$ cat src/rtl/drw_pkg.sv
// Package: shared addresses, bit positions and the pulse length table
// for the dual cash drawer release controller.
package drw_pkg;
    localparam int ADDR_W = 10;
    localparam int DATA_W = 8;
    localparam logic [ADDR_W-1:0] CTRL_ADDR = 10'h328;
    localparam logic [ADDR_W-1:0] STAT_ADDR = 10'h32D;
    localparam int CTRL_BIT_D1 = 4;
    localparam int CTRL_BIT_D2 = 5;
    localparam int STAT_BIT_D1 = 3;
    localparam int MAX_MS      = 220;
    localparam int MS_W        = $clog2(MAX_MS + 1);

    // Maps a duration code to the pulse length in milliseconds
    function automatic int unsigned pulse_ms(input logic [1:0] code);
        case (code)
            2'b00:   return 140;
            2'b01:   return 100;
            2'b10:   return 180;
            default: return 220;
        endcase
    endfunction
endpackage

$ cat src/rtl/drw_regif.sv
// Module: drw_regif
// Decodes host bus writes into per-drawer request strobes and builds the
// combinational read data for the control and status registers.
// Assumes bus inputs and drawer status inputs are synchronous to clk.
module drw_regif
    import drw_pkg::*;
(
    input  logic              clk,
    input  logic              rst_n,
    input  logic [ADDR_W-1:0] bus_addr,
    input  logic              bus_wr,
    input  logic              bus_rd,
    input  logic [DATA_W-1:0] bus_wdata,
    input  logic [1:0]        open_now,
    input  logic [1:0]        sense,
    input  logic [1:0]        pol_inv,
    output logic [1:0]        req,
    output logic [DATA_W-1:0] bus_rdata
);
    logic [1:0]        corr;
    logic [DATA_W-1:0] ctrl_view;
    logic [DATA_W-1:0] stat_view;
    logic              unused_wdata;

    assign unused_wdata = ^{bus_wdata[7:6], bus_wdata[3:0]};

    // Request strobes: only a write to the control address counts
    always_comb begin
        req = 2'b00;
        if (bus_wr && bus_addr == CTRL_ADDR) begin
            req[0] = bus_wdata[CTRL_BIT_D1];
            req[1] = bus_wdata[CTRL_BIT_D2];
        end
    end

    // Per-drawer polarity correction and placement in the status byte
    for (genvar i = 0; i < 2; i++) begin : g_stat
        assign corr[i] = sense[i] ^ pol_inv[i];
    end

    // Assemble the register views from the current outputs and status
    always_comb begin
        ctrl_view = '0;
        ctrl_view[CTRL_BIT_D1] = open_now[0];
        ctrl_view[CTRL_BIT_D2] = open_now[1];
        stat_view = '0;
        stat_view[STAT_BIT_D1]     = corr[0];
        stat_view[STAT_BIT_D1 - 1] = corr[1];
    end

    // Read multiplexer: zero when idle or when the address is unmapped
    always_comb begin
        bus_rdata = '0;
        if (bus_rd) begin
            if (bus_addr == CTRL_ADDR)      bus_rdata = ctrl_view;
            else if (bus_addr == STAT_ADDR) bus_rdata = stat_view;
        end
    end


    rdata_idle_zero_chk: assert property (@(posedge clk) disable iff (!rst_n)
        !bus_rd |-> bus_rdata == '0);

    stat_unused_bits_chk: assert property (@(posedge clk) disable iff (!rst_n)
        (bus_rd && bus_addr == STAT_ADDR) |-> (bus_rdata[7:4] == 4'd0 && bus_rdata[1:0] == 2'd0));

    no_req_off_addr_chk: assert property (@(posedge clk) disable iff (!rst_n)
        (bus_addr != CTRL_ADDR) |-> req == 2'b00);
endmodule

$ cat src/rtl/drw_timer.sv
// Module: drw_timer
// Times one pulse: a prescaler makes a millisecond tick and a counter
// runs up to the length chosen by the duration code at start.
// Assumes start arrives only while the timer is idle.
module drw_timer
    import drw_pkg::*;
#(
    parameter int TICK_DIV = 50_000,
    localparam int PRE_W   = (TICK_DIV > 1) ? $clog2(TICK_DIV) : 1
) (
    input  logic       clk,
    input  logic       rst_n,
    input  logic       start,
    input  logic [1:0] sel,
    output logic       running,
    output logic       done
);
    logic [PRE_W-1:0] pre_cnt;
    logic [MS_W-1:0]  ms_cnt;
    logic [MS_W-1:0]  limit;
    logic             tick;

    assign tick = (pre_cnt == PRE_W'(TICK_DIV - 1));
    assign done = running && tick && (ms_cnt == limit - MS_W'(1));

    // Prescaler, millisecond counter and latched length of the current pulse
    always_ff @(posedge clk) begin
        if (!rst_n) begin
            running <= 1'b0;
            pre_cnt <= '0;
            ms_cnt  <= '0;
            limit   <= '0;
        end else if (start) begin
            running <= 1'b1;
            pre_cnt <= '0;
            ms_cnt  <= '0;
            limit   <= MS_W'(pulse_ms(sel));
        end else if (running) begin
            if (done) begin
                running <= 1'b0;
            end else if (tick) begin
                pre_cnt <= '0;
                ms_cnt  <= ms_cnt + MS_W'(1);
            end else begin
                pre_cnt <= pre_cnt + PRE_W'(1);
            end
        end
    end


    start_arms_chk: assert property (@(posedge clk) disable iff (!rst_n)
        start |=> (running && ms_cnt == '0 && pre_cnt == '0));

    ms_in_range_chk: assert property (@(posedge clk) disable iff (!rst_n)
        running |-> ms_cnt < limit);

    done_stops_chk: assert property (@(posedge clk) disable iff (!rst_n)
        (done && !start) |=> !running);
endmodule

$ cat src/rtl/drw_arbiter.sv
// Module: drw_arbiter
// Interlock between the two drawers: grants one pulse at a time, queues
// a request for the idle drawer, and drops repeats for the running one.
// Drawer 1 wins when both are wanted in the same idle cycle.
module drw_arbiter (
    input  logic       clk,
    input  logic       rst_n,
    input  logic [1:0] req,
    input  logic       done,
    output logic [1:0] active,
    output logic       start
);
    logic [1:0] pend;
    logic [1:0] cand;
    logic [1:0] pick;

    // Pick the next drawer to grant from pending and new requests
    always_comb begin
        cand  = pend | req;
        pick  = cand[0] ? 2'b01 : (cand[1] ? 2'b10 : 2'b00);
        start = (active == 2'b00) && (cand != 2'b00);
    end

    // Grant, release and pending bookkeeping
    always_ff @(posedge clk) begin
        if (!rst_n) begin
            active <= 2'b00;
            pend   <= 2'b00;
        end else if (active != 2'b00) begin
            pend <= pend | (req & ~active);
            if (done) active <= 2'b00;
        end else if (start) begin
            active <= pick;
            pend   <= cand & ~pick;
        end
    end


    one_open_chk: assert property (@(posedge clk) disable iff (!rst_n)
        $onehot0(active));

    hold_active_chk: assert property (@(posedge clk) disable iff (!rst_n)
        (active != 2'b00 && !done) |=> active == $past(active));

    gap_after_done_chk: assert property (@(posedge clk) disable iff (!rst_n)
        done |=> active == 2'b00);
endmodule

$ cat src/rtl/drawer_pulse_ctrl.sv
// Module: drawer_pulse_ctrl (top)
// Dual cash drawer release controller: register decode, interlocked pulse
// scheduling, millisecond pulse timer and polarity-corrected status readback.
// Assumes CLK_HZ is a multiple of 1000 and all inputs are synchronous to clk.
module drawer_pulse_ctrl
    import drw_pkg::*;
#(
    parameter int CLK_HZ = 50_000_000,
    localparam int TICK_DIV = CLK_HZ / 1000
) (
    input  logic              clk,
    input  logic              rst_n,
    input  logic [ADDR_W-1:0] bus_addr,
    input  logic              bus_wr,
    input  logic              bus_rd,
    input  logic [DATA_W-1:0] bus_wdata,
    output logic [DATA_W-1:0] bus_rdata,
    input  logic [1:0]        dur_sel,
    input  logic [1:0]        pol_inv,
    input  logic [1:0]        drw_sense,
    output logic [1:0]        drw_open
);
    logic [1:0] req;
    logic       start;
    logic       done;
    logic       running;
    logic       unused_running;

    assign unused_running = running;

    drw_regif u_regif (
        .clk       (clk),
        .rst_n     (rst_n),
        .bus_addr  (bus_addr),
        .bus_wr    (bus_wr),
        .bus_rd    (bus_rd),
        .bus_wdata (bus_wdata),
        .open_now  (drw_open),
        .sense     (drw_sense),
        .pol_inv   (pol_inv),
        .req       (req),
        .bus_rdata (bus_rdata)
    );

    drw_arbiter u_arb (
        .clk    (clk),
        .rst_n  (rst_n),
        .req    (req),
        .done   (done),
        .active (drw_open),
        .start  (start)
    );

    drw_timer #(.TICK_DIV(TICK_DIV)) u_timer (
        .clk     (clk),
        .rst_n   (rst_n),
        .start   (start),
        .sel     (dur_sel),
        .running (running),
        .done    (done)
    );


    timer_matches_grant_chk: assert property (@(posedge clk) disable iff (!rst_n)
        running == (drw_open != 2'b00));
endmodule

$ cat config.mk
export PLATFORM = sky130hd
export DESIGN_NAME = drawer_pulse_ctrl
export DESIGN_NICKNAME = d
export VERILOG_FILES = /design/src/rtl/drw_pkg.sv /design/src/rtl/drw_regif.sv /design/src/rtl/drw_timer.sv /design/src/rtl/drw_arbiter.sv /design/src/rtl/drawer_pulse_ctrl.sv
export SDC_FILE = /design/constraint.sdc
export NUM_CORES = 1
export LEC_CHECK = 0
export CAP_MARGIN = 25
export CORE_MARGIN = 2
export CORE_UTILIZATION = 45
export DETAILED_ROUTE_END_ITERATION = 7
export PLACE_DENSITY_LB_ADDON = 0.3
export SYNTH_ARGS = -nofsm -noshare
export SYNTH_HDL_FRONTEND = slang
export SYNTH_SLANG_ARGS = --single-unit
$ cat constraint.sdc
create_clock -name clk -period 2.4 [get_ports clk]
set_input_delay 0.48 -clock clk [delete_from_list [all_inputs] [get_ports clk]]
set_output_delay 0.48 -clock clk [all_outputs]
set_load 0.01 [all_outputs]
# Word level (Yosys, flattened, before mapping)
# Index checks and enable logic that the tools add are counted.
# word_totals
regBits	37
elab_cells	55
input_bits	28
out_inout_bits	10
# classes
eq_ne	7
muxes	16
n_reduce_logical	13
n_addsub	3
bitwise	10
# op_table
op	count
$pmux W8 S3	1
$eq A10 B10 Y1 const B	2
$add A16 B1 Y16 const B	1
$eq A16 B16 Y1 const B	1
$mux W16	1
$mux W2	8
$mux W8	2
$add A8 B1 Y8 const B	1
$eq A8 B8 Y1	1
$sub A8 B1 Y8 const B	1
$reduce_bool A2 Y1	3
$and A2 B2 Y2	2
$logic_and A1 B1 Y1	4
$logic_not A2 Y1	2
$mux W4	1
$not A2 Y2	2
$or A2 B2 Y2	2
$reduce_and A2 Y1	2
$mux W1	3
$reduce_and A3 Y1	1
$eq A2 B1 Y1 const B	1
$eq A2 B2 Y1 const B	1
$ne A2 B2 Y1 const B	1
$not A1 Y1	2
2 further kinds	3

# Longest topological paths before layout
# depth
ltp_word	10
ltp_mapped	9
ltp_nobuf	8

# By module
# From an unflattened synthesis, not the netlist that was laid out.
# hier_totals
cells_unflattened	234
hier_area_um2	2020.7
# by_module_without_submodules
module	seq_area_each_um2	area_per_inst_um2	cells_each	n_inst
drw_timer	620.6	1684.1	192	1
drw_arbiter	80.1	185.2	20	1
drw_regif	0.0	151.4	22	1

# Worst setup path after synthesis
# OpenSTA, ideal clock, no wires.
# synth_path
path_kind	reg2reg
start	reg u_timer.limit[2]
end	reg u_timer.ms_cnt[1]
n_path_buf	0
t_required_ns	2.283
setup_time_ns	0.117
path_stages_with_launch	9
period_less_slack_ns	2.025
arrival_time_ns	1.908
setup_slack_ns	0.375
path_cell_list	dfxtp_1 > inv_1 > ha_1 > nor2b_1 > or3_1 > a31o_2 > o211ai_1 > mux2i_1 > nor2_1
# synth_via
elab_chain_cells	5
# synth_rtl
item	line_no	source
start: declaration	drw_timer.sv:20	logic [MS_W-1:0] limit;
start signal: assignment	drw_timer.sv:37	limit <= MS_W'(pulse_ms(sel));
$sub A8 B1 Y8	drw_timer.sv:24	assign done = running && tick && (ms_cnt == limit - MS_W'(1));
$eq A8 B8 Y1	drw_timer.sv:24	
$logic_and A1 B1 Y1	drw_timer.sv:24	
$not A1 Y1 (no line)	--	
$reduce_and A3 Y1 (no line)	--	
end signal: assignment	drw_timer.sv:43	ms_cnt <= ms_cnt + MS_W'(1);
end: declaration	drw_timer.sv:19	logic [MS_W-1:0] ms_cnt;
# No other way between the ends.
# A chain may end at the register's enable or synchronous reset.

# Worst setup path after layout
# layout_path
start	in bus_addr[5]
end	out bus_rdata[4]
# layout_via
elab_chain_cells	3
# layout_rtl
item	line_no	source
start: declaration	drawer_pulse_ctrl.sv:13	input logic [ADDR_W-1:0] bus_addr,
$eq A10 B10 Y1	drw_regif.sv:55	if (bus_addr == CTRL_ADDR) bus_rdata = ctrl_view;
$mux W8	drw_regif.sv:55	
$mux W8	drw_regif.sv:54	if (bus_rd) begin
end: declaration	drawer_pulse_ctrl.sv:17	output logic [DATA_W-1:0] bus_rdata,
# No other way between the ends.

==> out/results.tsv <==
metric	value	unit
#FFs+latches synth	35	
Fillers	360	
drt total wl	4.27	mm
Yosys top cell by area	dfxtp_1	
worst-path cell chain	clkdlybuf4s50_1 > nor4bb_4 > and2_4 > nand2_4 > nor4b_4 > buf_2	
TritonCTS buffer count	5	
final-report hold violation count	0	
Post-synth ARST share	0	%
vias in the first global route	1601	
syn_area_per_cell	8.15	µm²
Commonest cells post-synth	dfxtp_1, nor2_1, nand2_1, a21oi_1, xnor2_1	
Tot GR Track Use	18.4	%
initial core utilization	47.4	%
Synth area leaders	dfxtp_1, nor2_1, xnor2_1, ha_1, xor2_1	
via/cell ratio	5.33	
Setup violations, final	0	
ys flop type	dfxtp_1	
crit path max fanout	2	
critical path's slowest cell	clkdlybuf4s50_1	
# rows	23	
port bufs	27	
TNS Setup	0	ns
crit start category	primary input	
P_leak	0.958	nW
Worst Hold Class	reg -> reg	
CTS tree	done	
# diodes	0	
die area	4780	µm²
clk sink count	35	
Util after Layout	61.2	%
largest net degree at the start of global routing	13	
setup ws final	0.0770	ns
Place WS	-0.487	ns
antenna violations before repair	0	
Tmin final	2.32	ns
core area	4030	µm²
worst path bufs/invs	2	
Starting DRT DRC Count	39	
DRT Pass-1 Iters	4	
total number of yosys warnings	0	
CP arrival	1.84	ns
delay-heaviest family, CP	simple AND/OR/NAND/NOR gates	
Final Non-Filler Cells	326	
crit share post-route	96.8	%
clock-pin slew on the worst setup and hold paths	0.07	ns
layout cells sized above 1	14.1	%
first-pass GRT wire length	7.22	mm
number of remaining DRC errors	0	
post-synthesis sequential area ratio	36.7	%
VDD IR-drop max	0.370	mV
worst stage delay on the critical path	0.45	ns
top-count cell post-synth	dfxtp_1	
Die Y	69.1	µm
Worst Path Required	1.92	ns
Distinct cells, synth	45	
nets	310	
gpl congestion	0.815	
dpl cells	316	
worst skew pair latency	0.30	ns
hold_ws	0.496	ns
area grow syn2layout	29.2	%
power density of the placed cells	482	nW/µm²
cell count after synthesis	234	
detailed placement HPWL	3.01	mm
worst-case clock buffer depth	2	
Crit. End Element	output port	
Post-synth EDFFs	0	
Final Skew	0.0144	ns
share of the synthesized area in the top cell type	36.7	%
max_cap viols	0	
Max Fclk	430	MHz
Root Driver	clkbuf_8	
WS Path Type	in -> out	
Worst Reg-to-Reg Cells	9	
Hold Path Depth	2	
total vias in the final route	1736	
WP depth	6	
Routed Antenna Nets	0	
Hold-fix buffers, CTS	0	
Syn Std Cell Area	1910	µm²
Die Wd	69.1	µm
I/O Pins	38	
routed length per placed instance	13.1	µm
gr ovfl total	0	
status	complete, no violations	
fin. max-slew vios	0	
H-Tree Depth	2	
-- metrics by stage --
step                power [mW]  cell area (µm²)
finish                    1.19             2470
global route              1.22             2470
CTS                       1.20             2430
detailed placement       0.663             2280
global placement         0.662             2280
floorplan                0.620             1920
-- flip-flops by register name, indices dropped and copies added, names as in the netlist --
| signal | count |
|---|---|
| u_timer.running | 1 |
| u_timer.pre_cnt | 16 |
| u_timer.ms_cnt | 8 |
| u_timer.limit | 6 |
| u_arb.active | 2 |
| u_arb.pend | 2 |
-- layer usage --
| layer | routed length (µm) | global-route usage, % | up-vias |
|---|---|---|---|
| li1 | - | - | 911 |
| met1 | 1980 | 22.9 | 801 |
| met2 | 2140 | 29.6 | 18 |
| met3 | 94 | 5.70 | 6 |
| met4 | 57 | 7.41 | 0 |
| met5 | 0 | 0 | - |
-- layout make-up --
class / instances / area [µm²] / area share, %
timing repair buffer: 39 / 358 / 14.5
inverter: 10 / 37.5 / 1.52
tap: 50 / 62.6 / 2.54
multi-input combinational: 184 / 1190 / 48.5
sequential: 35 / 701 / 28.4
clock inverter: 3 / 43.8 / 1.78
clock buffer: 5 / 68.8 / 2.79
-- where the power goes --
group | internal (mW) | switching [mW] | total [mW] | leakage, nW
sequential | 0.580 | 0.0000899 | 0.580 | 0.282
combinational | 0.0432 | 0.0324 | 0.0756 | 0.618
clock | 0.309 | 0.222 | 0.532 | 0.0581
-- worst register-to-register path: cells and delay by family, from the launching register on --
kind            cells  cell delay [ns]
compound gates      4             0.76
buf+inv             2             0.27
flops               1             0.40
fa+ha+maj           1             0.23
simple gates        2             0.47
-- layout by cell type, fill, tap and decap left out, drive strengths merged, types with 7 or more instances in the layout --
master and n:
or3 7, nand2 20, o21ai 9, a21oi 16, xor2 10, dfxtp 35
nor2 31, buf 16, xnor2 11, inv 9, ha 7, clkdlybuf4s50 16
nor3 10, dlymetal6s2s 7, nand4 9
-- timing repair --
| item | 4_1_cts | 5_1_grt |
|---|---|---|
| buffers inserted | 0 | 2 |
| pin swaps | 1 | 7 |
| setup endpoints to repair | 4 | 8 |
| gates resized for setup | 23 | 12 |
-- final timing paths --
| check | slack, ns | from | endpoint |
|---|---|---|---|
| setup / recovery | 0.08 | bus_addr[5] | bus_rdata[4] |
| hold reg to reg | 0.50 | u_timer.limit[3] | u_timer.limit[3] |
| hold / removal | 0.50 | u_timer.limit[3] | u_timer.limit[3] |
| setup reg to reg | 0.21 | u_timer.limit[2] | u_timer.ms_cnt[3] |
-- cell families after synthesis --
| family | share of synthesized area [%] |
|---|---|
| adders and majority gates | 4.59 |
| DFF | 36.7 |
| buffers and inverters | 4.46 |
| AOI/OAI and AO/OA | 13.5 |
| muxes | 1.05 |
| xor gates and xnor gates | 9.64 |
| and+or+nand+nor | 29.8 |
| other | 0.197 |
No activity file was read; power rests on OpenSTA's default activity.
